--- src/rtl/winbuf_pkg.sv ---
package winbuf_pkg;
   // read-port indices of the channel store
   typedef enum int {
      PORT_FWD  = 0,
      PORT_SRCH = 1,
      PORT_STOR = 2
   } rd_port_e;

   localparam int NUM_RD_PORTS = 3;

   // block distances behind the write block, by role
   localparam int FWD_BACK  = 0;   // oldest content, read before overwrite
   localparam int SRCH_BACK = 1;   // newest complete block
   localparam int STOR_BACK = 2;   // block before that

   function automatic bit is_pow2(input int v);
      return (v > 0) && ((v & (v - 1)) == 0);
   endfunction
endpackage

--- src/rtl/winbuf_store.sv ---
module winbuf_store #(
   parameter int WORD_W = 12,
   parameter int ADDR_W = 6,
   parameter int NRD    = 3
) (
   input  logic                         clk,
   input  logic                         we,
   input  logic [ADDR_W-1:0]            wr_addr,
   input  logic [WORD_W-1:0]            wr_data,
   input  logic [NRD-1:0][ADDR_W-1:0]   rd_addr,
   output logic [NRD-1:0][WORD_W-1:0]   rd_data
);
   localparam int DEPTH = 1 << ADDR_W;

   logic [WORD_W-1:0] mem_q [DEPTH];

   always_ff @(posedge clk) begin
      if (we) begin
         mem_q[wr_addr] <= wr_data;
      end
   end

   // asynchronous reads: each port sees the contents before this cycle's write
   for (genvar g = 0; g < NRD; g++) begin : g_rd
      assign rd_data[g] = mem_q[rd_addr[g]];
   end
endmodule

--- src/rtl/winbuf_counter.sv ---
module winbuf_counter #(
   parameter int BLK_W = 2,
   parameter int OFF_W = 4
) (
   input  logic                     clk,
   input  logic                     rst,
   input  logic                     en,
   output logic [BLK_W+OFF_W-1:0]   cnt,
   output logic [BLK_W-1:0]         wr_blk,
   output logic [BLK_W-1:0]         fwd_blk,
   output logic [BLK_W-1:0]         srch_blk,
   output logic [BLK_W-1:0]         stor_blk,
   output logic [OFF_W-1:0]         off,
   output logic [OFF_W-1:0]         rev_off,
   output logic                     a_search,
   output logic                     a_wren,
   output logic                     b_wren
);
   import winbuf_pkg::*;

   localparam int ADDR_W = BLK_W + OFF_W;

   logic [ADDR_W-1:0] cnt_q;
   logic              a_srch_q;
   logic              period_last;

   assign period_last = &cnt_q[OFF_W-1:0];

   always_ff @(posedge clk) begin
      if (rst) begin
         cnt_q    <= '0;
         a_srch_q <= 1'b1;
      end else if (en) begin
         cnt_q <= cnt_q + ADDR_W'(1);
         if (period_last) begin
            a_srch_q <= ~a_srch_q;
         end
      end
   end

   assign cnt      = cnt_q;
   assign wr_blk   = cnt_q[ADDR_W-1:OFF_W];
   assign off      = cnt_q[OFF_W-1:0];
   assign rev_off  = ~cnt_q[OFF_W-1:0];
   assign fwd_blk  = wr_blk - BLK_W'(FWD_BACK);
   assign srch_blk = wr_blk - BLK_W'(SRCH_BACK);
   assign stor_blk = wr_blk - BLK_W'(STOR_BACK);

   // the unit in store mode writes metrics every enabled cycle
   assign a_search = a_srch_q;
   assign a_wren   = en & ~a_srch_q;
   assign b_wren   = en &  a_srch_q;
endmodule

--- src/rtl/winbuf_tally.sv ---
module winbuf_tally #(
   parameter int CNT_W   = 16,
   parameter int LOW_W   = 6,
   parameter int LATENCY = 65
) (
   input  logic             clk,
   input  logic             rst,
   input  logic             en,
   input  logic             sync,
   input  logic [LOW_W-1:0] low,
   output logic [CNT_W-1:0] in_cnt,
   output logic [CNT_W-1:0] out_cnt,
   output logic             out_valid
);
   localparam int HI_W = CNT_W - LOW_W;
   localparam int PW   = $clog2(LATENCY + 1);

   logic [HI_W-1:0]    in_hi_q;
   logic [HI_W-1:0]    out_hi_q;
   logic [LATENCY-1:0] sync_dly_q;
   logic [PW-1:0]      prime_q;
   logic               primed;
   logic [LOW_W-1:0]   out_low;

   assign primed  = (prime_q == PW'(LATENCY));
   // the lag is a whole buffer plus the remainder, so the low field trails by the remainder
   assign out_low = low - LOW_W'(LATENCY);

   always_ff @(posedge clk) begin
      if (rst) begin
         in_hi_q    <= '0;
         out_hi_q   <= '0;
         sync_dly_q <= '0;
         prime_q    <= '0;
      end else if (en) begin
         sync_dly_q <= {sync_dly_q[LATENCY-2:0], sync};
         if (sync) begin
            in_hi_q <= '0;
         end else if (&low) begin
            in_hi_q <= in_hi_q + HI_W'(1);
         end
         if (!primed) begin
            prime_q <= prime_q + PW'(1);
         end else if (sync_dly_q[LATENCY-1]) begin
            out_hi_q <= '0;
         end else if (&out_low) begin
            out_hi_q <= out_hi_q + HI_W'(1);
         end
      end
   end

   assign in_cnt    = {in_hi_q, low};
   assign out_cnt   = primed ? {out_hi_q, out_low} : '0;
   assign out_valid = primed;
endmodule

--- src/rtl/winbuf_sequencer.sv ---
module winbuf_sequencer #(
   parameter int SAMPLE_W    = 4,
   parameter int BLK_DEPTH   = 16,
   parameter int NUM_BLKS    = 4,
   parameter int CNT_W       = 16,
   parameter int PIPE_STAGES = 1
) (
   input  logic                      clk,
   input  logic                      rst,
   input  logic                      en,
   input  logic                      sync,
   input  logic [SAMPLE_W-1:0]       in_sys,
   input  logic [SAMPLE_W-1:0]       in_par,
   input  logic [SAMPLE_W-1:0]       in_apr,
   output logic [3*SAMPLE_W-1:0]     fwd_word,
   output logic [$clog2(NUM_BLKS)-1:0]  fwd_blk,
   output logic [$clog2(BLK_DEPTH)-1:0] fwd_pos,
   output logic [3*SAMPLE_W-1:0]     unit_a_word,
   output logic [3*SAMPLE_W-1:0]     unit_b_word,
   output logic                      unit_a_search,
   output logic                      unit_a_wren,
   output logic                      unit_b_wren,
   output logic [$clog2(BLK_DEPTH)-1:0] rev_pos,
   output logic [$clog2(NUM_BLKS)-1:0]  wr_blk,
   output logic [$clog2(NUM_BLKS)-1:0]  srch_blk,
   output logic [$clog2(NUM_BLKS)-1:0]  stor_blk,
   output logic [CNT_W-1:0]          in_bitcnt,
   output logic [CNT_W-1:0]          out_bitcnt,
   output logic                      out_valid
);
   import winbuf_pkg::*;

   localparam int WORD_W  = 3 * SAMPLE_W;
   localparam int OFF_W   = $clog2(BLK_DEPTH);
   localparam int BLK_W   = $clog2(NUM_BLKS);
   localparam int ADDR_W  = OFF_W + BLK_W;
   localparam int DEPTH   = BLK_DEPTH * NUM_BLKS;
   localparam int LATENCY = DEPTH + PIPE_STAGES;

   // elaboration-time parameter checks
   if (!is_pow2(BLK_DEPTH) || BLK_DEPTH < 2) begin : g_bad_depth
      $error("BLK_DEPTH must be a power of two, at least 2");
   end
   if (!is_pow2(NUM_BLKS) || NUM_BLKS < 4) begin : g_bad_blks
      $error("NUM_BLKS must be a power of two, at least 4");
   end
   if (CNT_W <= ADDR_W) begin : g_bad_cnt
      $error("CNT_W must exceed the buffer address width");
   end
   if (PIPE_STAGES < 1 || PIPE_STAGES >= DEPTH) begin : g_bad_pipe
      $error("PIPE_STAGES out of range");
   end
   if (SAMPLE_W < 2) begin : g_bad_sample
      $error("SAMPLE_W must hold a sign and a magnitude");
   end

   logic [ADDR_W-1:0]                     cnt;
   logic [OFF_W-1:0]                      rev_off;
   logic                                  a_srch;
   logic [NUM_RD_PORTS-1:0][ADDR_W-1:0]   rd_addr;
   logic [NUM_RD_PORTS-1:0][WORD_W-1:0]   rd_data;
   logic [WORD_W-1:0]                     wr_word;

   winbuf_counter #(
      .BLK_W (BLK_W),
      .OFF_W (OFF_W)
   ) u_counter (
      .clk      (clk),
      .rst      (rst),
      .en       (en),
      .cnt      (cnt),
      .wr_blk   (wr_blk),
      .fwd_blk  (fwd_blk),
      .srch_blk (srch_blk),
      .stor_blk (stor_blk),
      .off      (fwd_pos),
      .rev_off  (rev_off),
      .a_search (a_srch),
      .a_wren   (unit_a_wren),
      .b_wren   (unit_b_wren)
   );

   assign wr_word = {in_apr, in_par, in_sys};

   assign rd_addr[PORT_FWD]  = {fwd_blk, fwd_pos};
   assign rd_addr[PORT_SRCH] = {srch_blk, rev_off};
   assign rd_addr[PORT_STOR] = {stor_blk, rev_off};

   winbuf_store #(
      .WORD_W (WORD_W),
      .ADDR_W (ADDR_W),
      .NRD    (NUM_RD_PORTS)
   ) u_store (
      .clk     (clk),
      .we      (en & ~rst),
      .wr_addr (cnt),
      .wr_data (wr_word),
      .rd_addr (rd_addr),
      .rd_data (rd_data)
   );

   winbuf_tally #(
      .CNT_W   (CNT_W),
      .LOW_W   (ADDR_W),
      .LATENCY (LATENCY)
   ) u_tally (
      .clk       (clk),
      .rst       (rst),
      .en        (en),
      .sync      (sync),
      .low       (cnt),
      .in_cnt    (in_bitcnt),
      .out_cnt   (out_bitcnt),
      .out_valid (out_valid)
   );

   assign fwd_word      = rd_data[PORT_FWD];
   assign rev_pos       = rev_off;
   assign unit_a_search = a_srch;
   assign unit_a_word   = a_srch ? rd_data[PORT_SRCH] : rd_data[PORT_STOR];
   assign unit_b_word   = a_srch ? rd_data[PORT_STOR] : rd_data[PORT_SRCH];
endmodule

--- config.mk ---
export PLATFORM = sky130hd
export DESIGN_NAME = winbuf_sequencer
export DESIGN_NICKNAME = d
export VERILOG_FILES = /design/src/rtl/winbuf_pkg.sv /design/src/rtl/winbuf_store.sv /design/src/rtl/winbuf_counter.sv /design/src/rtl/winbuf_tally.sv /design/src/rtl/winbuf_sequencer.sv
export SDC_FILE = /design/constraint.sdc
export NUM_CORES = 1
export LEC_CHECK = 0
export BUFFER_PORTS_ARGS = -buffer_cell sky130_fd_sc_hd__buf_4
export CAP_MARGIN = 20
export CORE_UTILIZATION = 30
export DETAILED_ROUTE_END_ITERATION = 10
export PLACE_DENSITY_LB_ADDON = 0.12
export SYNTH_ARGS = -nofsm -noshare
export SYNTH_HDL_FRONTEND = slang
export SYNTH_SLANG_ARGS = --single-unit
--- constraint.sdc ---
create_clock -name clk -period 4.1 [get_ports clk]
set_clock_uncertainty 0.15 [all_clocks]
set_input_delay 0.82 -clock clk [delete_from_list [all_inputs] [get_ports clk]]
set_output_delay 0.82 -clock clk [all_outputs]
set_load 0.05 [all_outputs]
# After elaboration in Yosys (flattened, before gate mapping)
# Memories as Yosys holds them, arrays and structs flattened. A register that Yosys moved wholly into a read port is not among the register bits.
# Cells that the tools add are included.
# W data, S select, Z words.
op_classes:
  n_addsub: 7
  eq_ne: 1
  n_mux: 11
  bitwise_logic: 7
  reduce_logical: 8
op_table:
  columns: ["cell", "n"]
  rows:
  - ["$mux W10", 4]
  - ["$mux W12", 2]
  - ["$add A10 B1 Y10 const B", 2]
  - ["$mux W16", 1]
  - ["$mux W6", 2]
  - ["$reduce_and A6 Y1", 2]
  - ["$add A7 B1 Y7 const B", 1]
  - ["$eq A7 B7 Y1 const B", 1]
  - ["$add A6 B1 Y6 const B", 1]
  - ["$sub A6 B1 Y6 const B", 1]
  - ["$reduce_and A5 Y1", 1]
  - ["$not A4 Y4", 1]
  - ["$reduce_and A2 Y1", 2]
  - ["$reduce_bool A2 Y1", 2]
  - ["$and A1 B1 Y1", 3]
  - ["$not A1 Y1", 3]
  - ["$reduce_and A3 Y1", 1]
  - ["$mux W1", 2]
  - ["$sub A2 B1 Y2 const B", 1]
  - ["$sub A2 B2 Y2 const B", 1]
totals:
  regBits: 99
  mem_bits_rw: 768
  inputBits: 16
  out_inout_bits: 88
  wordCells: 41
  n_memories: 1
memory_table:
  columns: ["name", "depth", "width", "read_ports", "rd_ports_with_merged_regs", "wr", "line", "rtl"]
  rows:
  - ["u_store.mem_q", 64, 12, 3, 1, 1, "winbuf_store.sv:15", "logic [WORD_W-1:0] mem_q [DEPTH];"]

# Depth between registers and ports, before layout
# Gate-level depths: netlist of run 1.
depth:
  ltp_word: 4
  mapped_depth: 13
  ltp_nobuf: 8

# Cells and area by module
# Synthesis of run 1 repeated with hierarchy kept, for this count alone.
hier_totals:
  cells_unflattened: 2676
  area_unflattened_um2: 46555.9
modules_own_cells:
  columns: ["mod", "instances", "cells_each", "area_per_inst_um2", "seq_area_each_um2"]
  rows:
  - ["winbuf_store", 1, 2170, 41780.1, 23062.1]
  - ["winbuf_tally", 1, 429, 3956.3, 1841.8]
  - ["winbuf_counter", 1, 49, 416.6, 140.1]
  - ["winbuf_sequencer", 1, 28, 402.9, 0.0]

# Worst setup path before layout of run 1
# Ideal clock, no wire load.
synth_path:
  path_type: "register -> output"
  start: "reg u_counter.cnt_q[5], in the netlist u_counter.cnt[5]"
  end: "out unit_a_word[0]"
  t_arrival_ps: 4696
  t_required_ps: 3130
  path_slack_ps: -1566
  stages_incl_launch_ff: 10
  path_buffers: 3
  path_cell_list: "dfxtp_1 clkbuf_1 inv_2 buf_1 ha_1 clkinv_1 buf_1 mux2i_1 o22ai_1 a211oi_1"
synth_via:
  elab_chain_len: 3
  elab_cells_between_ends: 4
  cone_classes: "2 x add/sub; 1 x mux; 1 x memory"
synth_rtl:
  columns: ["item", "line", "rtl"]
  rows:
  - ["start, declared", "winbuf_counter.sv:23", "logic [ADDR_W-1:0] cnt_q;"]
  - ["start signal, assigned", "winbuf_counter.sv:34", "cnt_q <= cnt_q + ADDR_W'(1);"]
  - ["$sub A2 B2 Y2", "winbuf_counter.sv:47", "assign stor_blk = wr_blk - BLK_W'(STOR_BACK);"]
  - ["named net stor_blk[1]", "winbuf_sequencer.sv:26", "output logic [$clog2(NUM_BLKS)-1:0] stor_blk,"]
  - ["$mem_v2 Z64 W12", null, null]
  - ["$mux W12", "winbuf_sequencer.sv:120", "assign unit_a_word = a_srch ? rd_data[PORT_SRCH] : rd_data[PORT_STOR];"]
  - ["end, declared", "winbuf_sequencer.sv:18", "output logic [3*SAMPLE_W-1:0] unit_a_word,"]
# The timed path passes the listed nets, and every way through them passes these cells.

==> out/metrics.yaml, run 1 <==
grt:
  grt_pass1_wl_mm: 226.2
  grt_overflow: 0
  first_global_vias: 28150
  grt_start_max_net_pins: 84
  initial_antenna_violation_count: 11
  grtUsageTotal_pct: 23.10
power:
  max-vdd-ir-drop_uv: 334.9
  p_int_mw: 16.33
  power_density_over_cell_area_nw_per_um2: 426.0
  pwr-share-clk_pct: 40.5
  switching_share_pct: 26.33
  total_leakage_power_nw: 17.12
  netSwitchingPower_mw: 5.836
  share_comb_of_total_power_pct: 15.7
  sequentialPowerShare_pct: 43.8
sta:
  timing.final.setup_violations: 36
  transition_time_at_the_pin_with_the_least_slew_margin_ns: 1.115
  finalWorstSetupSlack_ns: -0.3923
  grt_setup_unrepaired: "true"
  finalMaxSlewViolations: 0
  period_needed_ns: 4.492
  final_hold_viol_count: 0
  maxClockFrequency_mhz: 222.6
  maxSlewHeadroom_pct: 25.66
  hold_slack_ns: 0.2319
  final_min_period_over_clock_period_pct: 109.6
  setup-tns-final_ns: -9.910
detailed_routing:
  drc: 0
  routed_vias_inst: 5.902
  total_via_count_after_detailed_routing: 28570
  avgRoutedWirePerCell_microns: 34.71
  wl_mm: 168.0
  route.antenna.remaining_nets: 0
  drtIter0Drc: 3391
  firstDrtPassIters: 5
placement:
  gp_routability_congestion: 0.8414
  place.detailed.hpwl_mm: 99.92
  place_ws_ns: -0.3650
  place_inst: 4549
  io_buffer_count: 103
clocking:
  cts-root-to-sink-buffers: 3
  cts.sinks: 873
  clock_latency_on_the_worst_skew_pair_ns: 0.73
  holdBufCountCts: 0
  ctsRootBufferMaster: "sky130_fd_sc_hd__clkbuf_16"
  cts_buf_count: 97
  clock_tree_from_tritoncts: "yes"
  clkSlewWorstSetupHoldPaths_ns: 0.06
  cts_htree_levels: 3
synth:
  yosys.area_share.adder_pct: 0.3323
  yosys_warnings: 0
  syn_nets: 2699
  synth_flop_cell: "sky130_fd_sc_hd__edfxtp_1"
  synth_compound_area_share_pct: 9.970
  asyncSetResetFlopFracSynth_pct: 0
  post-synth-top-area-fraction_pct: 55.69
  mappedNetlistArea_sq_um: 41410
  synth-seq-area-share_pct: 60.76
  yosysUniqueCellTypes: 61
  number_of_synthesized_flops_with_an_enable_pin: 768
  biggest_area_contributors_in_the_synthesized_netlist: "sky130_fd_sc_hd__edfxtp_1 (56%), sky130_fd_sc_hd__mux4_2 (14%), sky130_fd_sc_hd__dfxtp_1 (5.1%), sky130_fd_sc_hd__mux2i_1 (4.7%), sky130_fd_sc_hd__mux2_2 (3.0%)"
  yosys.area_share.xor_xnor_pct: 0.3172
  syn_inst: 2672
  postSynthRegisterBits: 873
  synth.area.mux_share_pct: 21.36
  combinational_family_with_the_most_area_after_synthesis: "multiplexers"
  synth_simple_gate_area_share_pct: 4.351
  synthDominantAreaCellType: "sky130_fd_sc_hd__edfxtp_1"
  syn_area_per_cell_sq_um: 15.50
floorplan:
  design.die.area_sq_um: 139500
  io_pins: 104
  floorplan.initialDensity_pct: 30.42
  chipHeight_microns: 373.5
  die_width_microns: 373.5
  rows: 135
  core_area_sq_um: 136100
cells_and_area:
  finalCoreUtilization_pct: 38.22
  final_cell_mix: "sky130_fd_sc_hd__edfxtp_1 (768), sky130_fd_sc_hd__mux4_2 (251), sky130_fd_sc_hd__buf_4 (250)"
  stdcell_count: 4840
  final_layout_size_suffix_gt1_share_pct: 37.59
  final_nets: 2998
  area_growth_from_synthesis_to_final_layout_pct: 25.64
  mostFrequentLayoutCell: "sky130_fd_sc_hd__edfxtp_1"
critical_path:
  critPathKind: "flop to output port"
  cp.arrival_ns: 3.52
  critical_path_peak_fanout: 10
  worst_ep_required_time_ns: 3.13
  worstSetupEndpointType: "output port"
  worstSetupStartpointType: "flop"
run_status:
  failed_checks: "negative setup slack"
  outcome: "complete, but fails checks"
hold_path:
  hold_path.class: "primary input to flop"
job:
  timing.max_cap.violations: 0
[power groups by stage]
| stage | registers (mW) | logic, mW | clock network [mW] |
|---|---|---|---|
| floorplan | 9.89 | 1.63 | 0 |
| global route | 9.70 | 3.58 | 9.49 |
| finish | 9.71 | 3.47 | 8.98 |
| global placement | 9.90 | 2.82 | 0 |
| CTS | 9.71 | 3.21 | 9.14 |
| detailed placement | 9.90 | 2.83 | 0 |
[sequential cells by signal, summed over array words and instances, names as in the netlist, named ones only]
name,cells
u_store.mem_q,768
u_counter.cnt,6
u_tally.sync_dly_q,65
u_counter.a_search,1
u_tally.prime_q,7
u_tally.out_hi_q,10
u_tally.in_hi_q,10
[logic make-up after synthesis]
logic type	Yosys count
AO/OA/AOI/OAI	565
XOR/XNOR	15
adder cells (fa/ha/maj)	11
buffers and inverters	246
flip-flops	873
multiplexers	556
AND/OR/NAND/NOR	406
[metrics by stage]
stage               power (mW)  cell area (sq um)
floorplan                11.52              41540
global placement         12.72              45710
detailed placement       12.74              45730
CTS                      22.06              50620
global route             22.77              52020
finish                   22.16              52030
[final timing paths]
check                                            start  cells after the start  slack, ns                endpoint
worst max-delay path                              flop                      7      -0.39             fwd_word[6]
worst min-delay path                              sync                      3       0.23   u_tally.sync_dly_q[0]
worst max register to register        u_counter.cnt[0]                      9       1.15     u_tally.out_hi_q[8]
worst min register to register  u_tally.sync_dly_q[59]                      2       0.34  u_tally.sync_dly_q[59]
[cell type report]
class	count	area [sq um]
Antenna cell	5	12.51
Clock inverter	61	653.1
Tap cell	1781	2228
Inverter	13	57.56
Sequential cell	873	25200
Timing Repair Buffer	433	5152
Clock buffer	121	2600
Fill cell	12640	84110
Multi-Input combinational cell	1553	16130
[critical path, cell delays in order (launching register included)]
cell and delay, ns:
sky130_fd_sc_hd__dfxtp_4 0.37, sky130_fd_sc_hd__buf_12 0.14, sky130_fd_sc_hd__buf_16 0.18, sky130_fd_sc_hd__buf_12 0.18
sky130_fd_sc_hd__mux4_2 0.52, sky130_fd_sc_hd__mux4_2 0.59, sky130_fd_sc_hd__mux4_2 0.57, sky130_fd_sc_hd__buf_6 0.19
[layer usage]
metal	track usage [%]	vias up	routed length (microns)
li1	-	11560	-
met1	31.88	15270	71530
met4	7.578	4	5466
met5	0	-	33
met2	36.22	1464	77500
met3	4.695	269	13460
[repair_timing]
| item | 4_1_cts | 5_1_grt |
|---|---|---|
| setup buffers | 46 | 35 |
| pin swaps | 29 | 53 |
| resized for setup | 191 | 190 |
| setup endpoints to repair | 39 | 37 |
| endpoints found under the hold margin | 0 | 0 |
| gates cloned | 15 | 12 |
[synthesized netlist by cell type, types with 3 or more instances]
master,number
sky130_fd_sc_hd__mux2_2,111
sky130_fd_sc_hd__buf_2,77
sky130_fd_sc_hd__buf_1,30
sky130_fd_sc_hd__a211oi_1,12
sky130_fd_sc_hd__o221ai_1,11
sky130_fd_sc_hd__nor2b_1,23
sky130_fd_sc_hd__o2bb2ai_1,50
sky130_fd_sc_hd__a21o_1,37
sky130_fd_sc_hd__or3_1,11
sky130_fd_sc_hd__clkbuf_1,82
sky130_fd_sc_hd__nand2_1,68
sky130_fd_sc_hd__xnor2_1,8
sky130_fd_sc_hd__buf_4,39
sky130_fd_sc_hd__mux4_2,251
sky130_fd_sc_hd__mux2i_1,193
sky130_fd_sc_hd__nand2b_1,3
sky130_fd_sc_hd__nor2_1,212
sky130_fd_sc_hd__o21ai_1,10
sky130_fd_sc_hd__and3_1,3
sky130_fd_sc_hd__clkinv_1,3
sky130_fd_sc_hd__nand4_1,7
sky130_fd_sc_hd__and2_1,14
sky130_fd_sc_hd__xor2_1,7
sky130_fd_sc_hd__ha_1,11
sky130_fd_sc_hd__a22oi_1,29
sky130_fd_sc_hd__o21ai_0,56
sky130_fd_sc_hd__dfxtp_1,105
sky130_fd_sc_hd__or2_2,8
sky130_fd_sc_hd__a31oi_1,10
sky130_fd_sc_hd__o22ai_1,62
sky130_fd_sc_hd__inv_1,8
sky130_fd_sc_hd__a21oi_1,94
sky130_fd_sc_hd__a221oi_1,57
sky130_fd_sc_hd__a22o_1,79
sky130_fd_sc_hd__nand3_1,22
sky130_fd_sc_hd__nand3b_1,9
sky130_fd_sc_hd__buf_6,5
sky130_fd_sc_hd__nor3_1,22
sky130_fd_sc_hd__a221o_1,37
sky130_fd_sc_hd__edfxtp_1,768
No activity file was read; power rests on OpenSTA's default activity.
==> inputs of run 2 (changes only) <==
--- a/config.mk
+++ b/config.mk
@@ -5,9 +5,10 @@
 export SDC_FILE = /design/constraint.sdc
 export NUM_CORES = 1
 export LEC_CHECK = 0
+export ABC_CLOCK_PERIOD_IN_PS = 4100
 export BUFFER_PORTS_ARGS = -buffer_cell sky130_fd_sc_hd__buf_4
 export CAP_MARGIN = 20
-export CORE_UTILIZATION = 30
+export CORE_UTILIZATION = 39
 export DETAILED_ROUTE_END_ITERATION = 10
 export PLACE_DENSITY_LB_ADDON = 0.12
 export SYNTH_ARGS = -nofsm -noshare
==> run 2 against run 1 <==
Against the previous run: die area is 23% lower; the run still ends with negative setup slack left; first-iteration DRC count is 18% higher; largest cell class unchanged; largest power group unchanged; sequential cell count stayed put; core utilization is 11 points higher; sequential power hardly changed; critical path type unchanged; routed wire length is 4.4% lower; cell count is 7.1% lower.
==> out/metrics.yaml, run 2 (synthesized netlist as in run 1, its figures left out) <==
sta:
  period_needed_ns: 4.466  # was 4.492 ns
  finalWorstSetupSlack_ns: -0.3657  # was -0.3923 ns
  final_hold_viol_count: 0  # unchanged
  grt_setup_unrepaired: "true"  # unchanged
  final_min_period_over_clock_period_pct: 108.9  # was 109.6%
  transition_time_at_the_pin_with_the_least_slew_margin_ns: 1.111  # was 1.115 ns
  maxClockFrequency_mhz: 223.9  # was 222.6 MHz
  maxSlewHeadroom_pct: 25.72  # was 25.66%
  timing.final.setup_violations: 36  # unchanged
  finalMaxSlewViolations: 0  # unchanged
detailed_routing:
  avgRoutedWirePerCell_microns: 35.72  # was 34.71 microns
  total_via_count_after_detailed_routing: 29230  # was 28570
  drtIter0Drc: 3998  # was 3391
  wl_mm: 160.6  # was 168.0 mm
  drc: 0  # unchanged
  route.antenna.remaining_nets: 0  # unchanged
  firstDrtPassIters: 5  # unchanged
  routed_vias_inst: 6.503  # was 5.902
critical_path:
  critical_path_cell_count: 10  # was 7
  worst-r2r-setup-slack_ns: 0.93  # was 1.15 ns
  worstSetupStartpointType: "flop"  # unchanged
  critical_path_peak_fanout: 5  # was 10
  regToRegEndpoint: "u_tally.out_hi_q[3]"  # was u_tally.out_hi_q[8]
  worst_path_dominant_cell_family: "compound AO/OA/AOI/OAI gates"  # was multiplexers
  critical_path.startpoint: "u_counter.cnt[2]"
  worst_setup_path_endpoint: "unit_a_word[5]"  # was fwd_word[6]
  ff2ff_path_depth: 10  # was 9
  worst_ep_required_time_ns: 3.13  # about the same
  cpPeakStageDelay_ns: 0.60  # was 0.59 ns
  worstSetupEndpointType: "output port"  # unchanged
  crit_path_top_delay_cell: "sky130_fd_sc_hd__mux4_2"  # unchanged
  cp.arrival_ns: 3.50  # was 3.52 ns
  path_buf_inv: 4  # unchanged
  worstPathCellList: "buf_12, buf_6, and2_4, buf_12, a221o_1, a221o_1, nand2_2, o21ai_2, mux4_2, buf_8"  # was buf_12, buf_16, buf_12, mux4_2, mux4_2, mux4_2, buf_6
  critPathKind: "flop to output port"  # unchanged
  rr_startpoint: "u_counter.cnt[0]"  # unchanged
grt:
  grtUsageTotal_pct: 29.35  # was 23.10%
  grt_pass1_wl_mm: 221.5  # was 226.2 mm
  grt_overflow: 0  # unchanged
  grt_start_max_net_pins: 95  # was 84
  first_global_vias: 28570  # was 28150
  initial_antenna_violation_count: 13  # was 11
floorplan:
  die_width_microns: 327.9  # was 373.5 microns
  design.die.area_sq_um: 107500  # was 139500 sq um
  chipHeight_microns: 327.9  # was 373.5 microns
  floorplan.initialDensity_pct: 39.34  # was 30.42%
  io_pins: 104  # unchanged
  core_area_sq_um: 105300  # was 136100 sq um
  rows: 119  # was 135
clocking:
  holdBufCountCts: 0  # unchanged
  clkSlewWorstSetupHoldPaths_ns: 0.06  # about the same
  cts.sinks: 873  # unchanged
  clock_latency_on_the_worst_skew_pair_ns: 0.71  # was 0.73 ns
  cts-root-to-sink-buffers: 3  # unchanged
  clock_tree_from_tritoncts: "yes"  # unchanged
  cts_buf_count: 96  # was 97
  cts_htree_levels: 3  # unchanged
  ctsRootBufferMaster: "sky130_fd_sc_hd__clkbuf_16"  # unchanged
placement:
  place_ws_ns: 0.08867  # was -0.3650 ns
  gp_routability_congestion: 0.8789  # was 0.8414
  place.detailed.hpwl_mm: 96.73  # was 99.92 mm
  io_buffer_count: 103  # unchanged
cells_and_area:
  final_cell_mix: "sky130_fd_sc_hd__edfxtp_1 (768), sky130_fd_sc_hd__buf_4 (287), sky130_fd_sc_hd__mux4_2 (251)"  # was sky130_fd_sc_hd__edfxtp_1 (768), sky130_fd_sc_hd__mux4_2 (251), sky130_fd_sc_hd__buf_4 (250)
  reg_top3: "u_store.mem_q: 768 flops, u_tally.sync_dly_q: 65 flops"  # unchanged
  area_growth_from_synthesis_to_final_layout_pct: 25.00  # was 25.64%
  top_register: "u_store.mem_q"  # unchanged
  largest_register_ffs: 768  # unchanged
  final_layout_size_suffix_gt1_share_pct: 37.90  # was 37.59%
  multi_input_comb_area_sq_um: 16020  # was 16130 sq um
  final_nets: 3048  # was 2998
  final-seq-area_sq_um: 25190  # was 25200 sq um
  mostFrequentLayoutCell: "sky130_fd_sc_hd__edfxtp_1"  # unchanged
  n_fill_cell: 8812  # was 12640
  finalCoreUtilization_pct: 49.18  # was 38.22%
power:
  fin_total_pwr_mw: 22.07  # was 22.16 mW
  power_density_over_cell_area_nw_per_um2: 426.3  # was 426.0 nW/um^2
  max-vdd-ir-drop_uv: 373.6  # was 334.9 uV
  total_leakage_power_nw: 17.36  # was 17.12 nW
job:
  timing.max_cap.violations: 0  # unchanged
hold_path:
  hold_path.class: "primary input to flop"  # unchanged
run_status:
  failed_checks: "negative setup slack"  # unchanged
  outcome: "complete, but fails checks"  # unchanged
[run 2: cell count changes in the layout (fill, tap and decap cells not counted), sizes merged]
cell | previous run | this run
buf | 422 | 473
clkinv | 47 | 37
bufbuf | 1 | 7
clkinvlp | 4 | 2
inv | 13 | 15
clkbuf | 131 | 130
diode | 5 | 4
[run 2: what timing repair did]
action,CTS,global route
setup buffers,110,30
pin swaps,56,50
gates cloned,14,5
gates resized for setup,258,101
endpoints found under the setup margin,36,36
[run 2: how the worst min path moves through the flow]
stage                                       from                endpoint  slack, ns  cells after the start
after floorplan              u_tally.out_hi_q[1]     u_tally.out_hi_q[1]       0.31                      2
after global placement    u_tally.sync_dly_q[51]  u_tally.sync_dly_q[51]       0.32                      2
after detailed placement  u_tally.sync_dly_q[43]  u_tally.sync_dly_q[43]       0.33                      2
after CTS                                   sync   u_tally.sync_dly_q[0]       0.26                      3
after global routing                        sync   u_tally.sync_dly_q[0]       0.28                      3
final                                       sync   u_tally.sync_dly_q[0]       0.29                      3
[run 2: cell type report]
class / count / share of cell area (%)
Multi-Input combinational cell: 1553 / 30.95
Inverter: 13 / 0.1088
Clock inverter: 51 / 1.061
Clock buffer: 126 / 5.078
Antenna cell: 4 / 0.01934
Sequential cell: 873 / 48.67
Timing Repair Buffer: 484 / 10.75
Tap cell: 1391 / 3.362
[run 2: worst min-delay path, delay by kind of cell]
family	cells	cell delay [ns]
buffers and inverters	1	0.12
multiplexers	1	0.07
AND/OR/NAND/NOR	1	0.08
[run 2: power breakdown]
part           internal, mW  leakage (nW)  total, mW  switching (mW)
clock                  5.15          1.56       8.84            3.69
combinational          1.54          8.04       3.52            1.98
sequential             9.68          7.76       9.70          0.0239
[run 2: metrics by stage]
stage	TNS [ns]	instance area, sq um	instances	hold WS [ns]
after floorplan	-0.02744	41540	2672	0.3076
after global placement	0	45280	4161	0.3230
after detailed placement	0	45280	4161	0.3315
after CTS	-9.094	50950	4461	0.2633
after global routing	-11.22	51760	4493	0.2837
final	-9.398	51770	4495	0.2861
[run 2: layer usage]
layer | up-vias | track usage (%) | routed length [microns]
met5 | - | 0 | 88
met4 | 14 | 11.79 | 6748
met2 | 1865 | 44.78 | 72540
met3 | 368 | 7.669 | 17090
met1 | 15340 | 39.91 | 64100
li1 | 11640 | - | -
